===== src/rtl/simd_add64.sv =====
module simd_add64 #(
  parameter int LANE_W = 8
) (
  input  logic                  clk,
  input  logic                  rst_n,
  input  logic                  op_valid,
  input  logic [1:0]            op_width,
  input  logic [8*LANE_W-1:0]   op_a,
  input  logic [8*LANE_W-1:0]   op_b,
  output logic                  res_valid,
  output logic [8*LANE_W-1:0]   res_sum,
  output logic [7:0]            res_cout
);
  localparam int LANES = 8;
  localparam int W     = LANES * LANE_W;

  logic [LANES-1:0] lane_co;
  logic [LANES-1:0] lane_cut;
  logic [W-1:0]     sum_c;
  logic [LANES-1:0] cout_c;
  logic [1:0]       shift;

  assign shift = 2'd3 - op_width;

  for (genvar i = 0; i < LANES; i++) begin : g_lane
    logic cin;
    if (i == 0) begin : g_first
      assign lane_cut[i] = 1'b1;
      assign cin = 1'b0;
    end else begin : g_rest
      assign lane_cut[i] = ((i & ((1 << shift) - 1)) == 0);
      assign cin = lane_cut[i] ? 1'b0 : lane_co[i-1];
    end
    assign {lane_co[i], sum_c[i*LANE_W +: LANE_W]} =
      {1'b0, op_a[i*LANE_W +: LANE_W]} + {1'b0, op_b[i*LANE_W +: LANE_W]} + {{LANE_W{1'b0}}, cin};
  end

  always_comb begin
    cout_c = '0;
    for (int i = 0; i < LANES; i++) begin
      if (i == LANES - 1 || lane_cut[(i + 1) % LANES])
        cout_c[i >> shift] = lane_co[i];
    end
  end

  always_ff @(posedge clk) begin
    if (!rst_n) begin
      res_valid <= 1'b0;
      res_sum   <= '0;
      res_cout  <= '0;
    end else begin
      res_valid <= op_valid;
      if (op_valid) begin
        res_sum  <= sum_c;
        res_cout <= cout_c;
      end
    end
  end
endmodule



===== config.mk =====
export PLATFORM = sky130hd
export DESIGN_NAME = simd_add64
export DESIGN_NICKNAME = d
export VERILOG_FILES = /design/src/rtl/simd_add64.sv
export SDC_FILE = /design/constraint.sdc
export NUM_CORES = 1
export LEC_CHECK = 0
export ABC_AREA = 1
export BUFFER_PORTS_ARGS = -buffer_cell sky130_fd_sc_hd__buf_2
export CORE_MARGIN = 1
export CORE_UTILIZATION = 47
export DETAILED_ROUTE_END_ITERATION = 8
export PLACE_DENSITY = 0.86
export RECOVER_POWER = 100
export SLEW_MARGIN = 10
export SYNTH_ARGS = -nofsm -noshare
export SYNTH_HDL_FRONTEND = slang
export SYNTH_SLANG_ARGS = --single-unit

===== constraint.sdc =====
create_clock -name clk -period 10.4 [get_ports clk]
set_input_delay 2.08 -clock clk [delete_from_list [all_inputs] [get_ports clk]]
set_output_delay 2.08 -clock clk [all_outputs]
set_load 0.01 [all_outputs]

---- Word-level counts from Yosys, hierarchy flattened ----
Index checks and enable logic that the tools add are counted.
storage, ports and cells
  register bits ........................... 73
  latch bits .............................. 0
  memory bits (writable) .................. 0
  ROM bits ................................ 0
  bits of input ports ..................... 133
  output and inout bits ................... 73
  logic and storage cells ................. 98
  memories kept ........................... 0
cells by class
  add/sub/neg operators ................... 17
  $mul .................................... 0
  div/mod/pow operators ................... 0
  order comparisons ....................... 16
  eq/ne operators ......................... 0
  shift-type cells ........................ 9
  multiplexer cells ....................... 37
  bitwise logic cells ..................... 1
  reductions and logical operators ........ 15
operators by type and width
  kind                                                  number
  >= comparator 32 x 1 -> 1 bit, second input constant  8
  < comparator 32 x 5 -> 1 bit, second input constant   8
  logical NOT 32 bit                                    7
  right shift 3 x 2 -> 32 bit, first input constant     4
  adder 8 x 8 -> 9 bit                                  8
  right shift 1 x 2 -> 32 bit, first input constant     2
  right shift 2 x 2 -> 32 bit, first input constant     2
  adder 9 x 1 -> 9 bit                                  7
  bitwise mux 8 bit                                     7
  two-way mux 8 bit                                     7
  demux 1 bit (select 3 bit)                            8
  two-way mux 1 bit                                     15
  AND 8 bit                                             1
  logical AND 1 bit                                     8
  left shift 1 x 2 -> 3 bit, first input constant       1
  subtractor 3 x 2 -> 3 bit, second input constant      1
  subtractor 2 bit, first input constant                1

---- Depth between registers and ports, before layout ----
  depth after elaboration ................. 21
  gate-level depth with buffers ........... 52
  mapped depth without buffers ............ 52

---- Least setup slack after synthesis ----
OpenSTA, ideal clock, no wires.
  kind .................................... input to register
  start ................................... in op_a[0]
  end ..................................... reg res_cout[0]
  library setup time ...................... 0.132 ns
  arrival time ............................ 10.839 ns
  data required time ...................... 10.268 ns
  path slack .............................. -0.571 ns
  stages .................................. 52
  buffers on the path ..................... 0
  cell sequence ........................... ha_1 -> fa_1 -> nand3_1 -> nand3_1 -> nand2_1 -> a21oi_1 -> fa_1 -> fa_1 -> nand3_1 -> nand3_1 -> nand2_1 -> a21oi_1 -> fa_1 -> fa_1 -> nand3_1 -> nand3_2 -> nand2_1 -> a21oi_1 -> [16 not listed] -> nand4_1 -> a31oi_1 -> fa_1 -> inv_1 -> fa_1 -> o21ai_2 -> nand4_2 -> nand2_2 -> nand2_1 -> fa_1 -> fa_1 -> o21ai_2 -> nand4_1 -> nand3_2 -> o21ai_1 -> inv_1 -> nand2_1 -> a21oi_2
on the way
  longest elaborated chain between the ends .. 16
  elaborated cells on any way between the ends .. 30
  those cells by class .................... add/sub (8); mux (21); bitwise (1)
ends and longest elaborated chain
  what                                                              line    text
  start, declared                                                   8       input logic [8*LANE_W-1:0] op_a,
  adder 8 x 8 -> 9 bit *                                            35      {1'b0, op_a[i*LANE_W +: LANE_W]} + {1'b0, op_b[i*LANE_W +: LANE_W]} + {{LANE_W{1'b0}}, cin};
  two-way mux 1 bit / AND 8 bit (equally long branches)             n/a
  adder 9 x 1 -> 9 bit / two-way mux 8 bit (equally long branches)  35, 41
  two-way mux 1 bit / bitwise mux 8 bit (equally long branches)     32, 42
  adder 9 x 1 -> 9 bit / two-way mux 8 bit (equally long branches)  35, 41
  two-way mux 1 bit / bitwise mux 8 bit (equally long branches)     32, 42
  adder 9 x 1 -> 9 bit / two-way mux 8 bit (equally long branches)  35, 41
  two-way mux 1 bit / bitwise mux 8 bit (equally long branches)     32, 42
  adder 9 x 1 -> 9 bit / two-way mux 8 bit (equally long branches)  35, 41
  two-way mux 1 bit / bitwise mux 8 bit (equally long branches)     32, 42
  adder 9 x 1 -> 9 bit / two-way mux 8 bit (equally long branches)  35, 41
  two-way mux 1 bit / bitwise mux 8 bit (equally long branches)     32, 42
  adder 9 x 1 -> 9 bit / two-way mux 8 bit (equally long branches)  35, 41
  two-way mux 1 bit / bitwise mux 8 bit (equally long branches)     32, 42
  adder 9 x 1 -> 9 bit / two-way mux 8 bit (equally long branches)  35, 41
  bitwise mux 8 bit *                                               42      cout_c[i >> shift] = lane_co[i];
  end signal, assigned                                              55      res_cout <= cout_c;
  end, declared                                                     12      output logic [7:0] res_cout
Mark *: on every way between the ends. The rest lies on a longest branch, timed or not.
A chain may end at the register's enable or synchronous reset.

---- Worst setup path in the final report ----
  start ................................... in op_a[0]
  end ..................................... reg res_cout[3]
The elaborated chain is that of the path after synthesis.

==> run_results.csv <==
group,metric,value,unit
sta,relSlewSlack,0.313,
power,switchingPower,0.000332,W
floorplanning,die_w,114,microns
sta,fmax,95.9,MHz
floorplanning,rows,40,
drt,antenna_left,0,
power,clkPwrFrac,0.302,
setup_path,critPathArrivalTime,10.64,ns
placement,post_dp_cell_area,7350,sq um
setup_path,cp-start-kind,"primary input",
layout,drive_gt1_frac,0.296,
drt,drtIter0Drc,371,
synth,yosysTopAreaCell,"dfxtp_1",
synth,synth_edf_count,0,
floorplanning,pin_count,206,
drt,drc,0,
run,drv_cap,0,
clock_network,cts_tree,"yes",
power,p_per_area,120,nW/um^2
clock_network,clk_path_buf_depth,2,
global_routing,grt_max_degree,85,
power,vdd_drop_max,0.0699,mV
sta,hold_viol_final,0,
drt,drt_pass1_iterations,5,
synth,syn-instance-count,841,
power,p_comb_frac,0.365,
synth,synth.distinct_cells,39,
drt,wire_per_inst,14.5,microns
layout,utilization,0.660,
layout,nets,1315,
floorplanning,initial_utilization,0.487,
clock_network,htreeDepth,3,
clock_network,clock-root-buffer,"clkbuf_16",
global_routing,grt_antenna_before_repair,0,
synth,avgSynthCellArea,7.04,sq um
clock_network,insertion_delay,0.34,ns
sta,fin_crit,10.43,ns
synth,synth.area.top_cells,"dfxtp_1 25%, ha_1 14%, inv_1 8.3%, nor2_1 7.7%, o21ai_0 6.8%",
power,p_int,0.000633,W
synth,ys_seq_area_frac,0.247,
clock_network,cts_inserted_buffers,9,
sta,rsz0062_at_grt,"yes",
layout,area_delta_synth_final,35.7,%
setup_path,worst_ep_required_time,10.61,ns
global_routing,grt_pass1_wl,29000,microns
run_status,violations,"setup timing",
synth,synth_top_area_share,0.247,
synth,synthFlopType,"dfxtp_1",
sta,worst_slew_pin_slew,1.03,ns
synth,async_flop_share,0,
placement,hpwl,13500,microns
setup_path,timing.critical_path.mode_cell,"fa_2",
floorplanning,fp.dieH,114,microns
synth,yosys_warnings,0,
global_routing,grtUsageTotal,0.281,
layout,diodes,0,
power,power_frac_seq,0.333,
power,switching_share,0.344,
sta,fin_skew,0,ns
placement,gp_congestion,0.900,
layout,design_area,8030,sq um
global_routing,overflow,0,
drt,num_vias,6608,
setup_path,crit_type,"primary input to register",
sta,setup_tns,-0.0554,ns
sta,worst_slack,-0.0284,ns
synth,synth_common_cells,"131 x inv_1, 121 x nor2_1, 98 x nand2_1",
sta,hold_ws,0.469,ns
sta,slew_violations,0,
synth,ys_ff_latch,73,
placement,io_buffers,205,
sta,setup_violations,2,
synth,synth.net_count,1055,
synth,syn-cell-area,5920,sq um
sta,finalCritPeriodShare,1.00,
setup_path,max_stage_delay,0.42,ns
power,p_leak,4.34,nW
drt,viasPerCell,5.19,
global_routing,grt_pass1_vias,6243,
setup_path,r2r_slack,9.64,ns
worst_hold_path,min_path_type,"register to register",
clock_network,clk_pin_slew,0.06,ns
floorplanning,coreArea,12200,sq um
floorplanning,die-area,13000,sq um
drt,wirelength,18500,microns
clock_network,cts.sinks,73,
setup_path,end_kind,"register",
run_status,status,"complete, but fails checks",
synth,post-synth-top-count-cell,"inv_1",
setup_path,cp_slowest_cell,"fa_2",
setup_path,crit_fanout,8,
## routing by layer
layer	vias up	wire length [microns]	GRT usage
li1	3285	-	-
met1	3029	7870	0.328
met2	258	9030	0.503
met3	36	1150	0.0492
met4	0	459	0.127
met5	-	0	0
## power groups by stage
stage                     Sequential [W]  Combinational (W)  Clock (W)
after floorplan                 0.000339           0.000187          0
after global placement          0.000326           0.000317          0
after detailed placement        0.000327           0.000322          0
after CTS                       0.000321           0.000333   0.000297
after global routing            0.000324           0.000391   0.000310
final                           0.000322           0.000352   0.000292
## worst max-delay path: cells and delay by family
kind                       cells  cell delay, ns
AOI/OAI and AO/OA             10            0.78
adders and majority gates     16            5.39
buffers and inverters          3            0.22
and+or+nand+nor               24            2.15
## path summary, 6_finish.rpt
path                 endpoint  cells after the start        start
setup / recovery  res_cout[3]                     53      op_a[0]
hold / removal    res_cout[0]                      2  res_cout[0]
setup reg to reg  res_sum[19]                      4  res_sum[19]
hold reg to reg   res_cout[0]                      2  res_cout[0]
## repair_timing
action,CTS,global route
pin swaps,7,39
buffers inserted,25,11
gates resized for setup,7,38
hold buffers,0,0
setup endpoints to repair,11,15
## cells by family (layout without fill, tap and decap cells)
group,Yosys count,after routing,share of synthesized area
DFF,73,73,0.247
xor gates and xnor gates,39,39,0.0577
and+or+nand+nor,300,300,0.223
buffers and inverters,159,424,0.103
AOI/OAI and AO/OA,189,189,0.179
adders and majority gates,81,81,0.190
## sequential cells by signal, indices dropped and copies added (netlist names)
signal	cells
res_cout	8
res_sum	64
res_valid	1
## per-stage QoR
step	power, W	setup WS (ns)	std cells
final	0.000965	-0.0284	1274
after global routing	0.00103	-0.480	1274
after CTS	0.000950	0.0186	1264
after detailed placement	0.000649	-0.473	1223
after global placement	0.000642	-0.235	1223
after floorplan	0.000526	0.00343	841
## cells in the final DEF (no fill, tap or decap), drive strengths merged, types with 5 or more instances in the layout
master / netlist / routed
o21ai: 91 / 91
fa: 15 / 15
nor2: 122 / 122
clkinv: 2 / 5
inv: 133 / 133
a31oi: 14 / 14
nand2: 101 / 101
a21o: 7 / 7
nand4: 14 / 14
nand3: 52 / 52
clkbuf: 19 / 42
o211ai: 7 / 7
dfxtp: 73 / 73
nor3: 7 / 7
ha: 66 / 66
xor2: 35 / 35
buf: 5 / 244
a21oi: 60 / 60
## cell type report
cell class	count	area [sq um]
Multi-Input combinational cell	609	4050
Clock buffer	13	260
Fill cell	1088	4130
Clock inverter	3	15.0
Timing Repair Buffer	273	1520
Inverter	135	507
Sequential cell	73	1460
Tap cell	168	210
(Power assumes the default switching activity.)
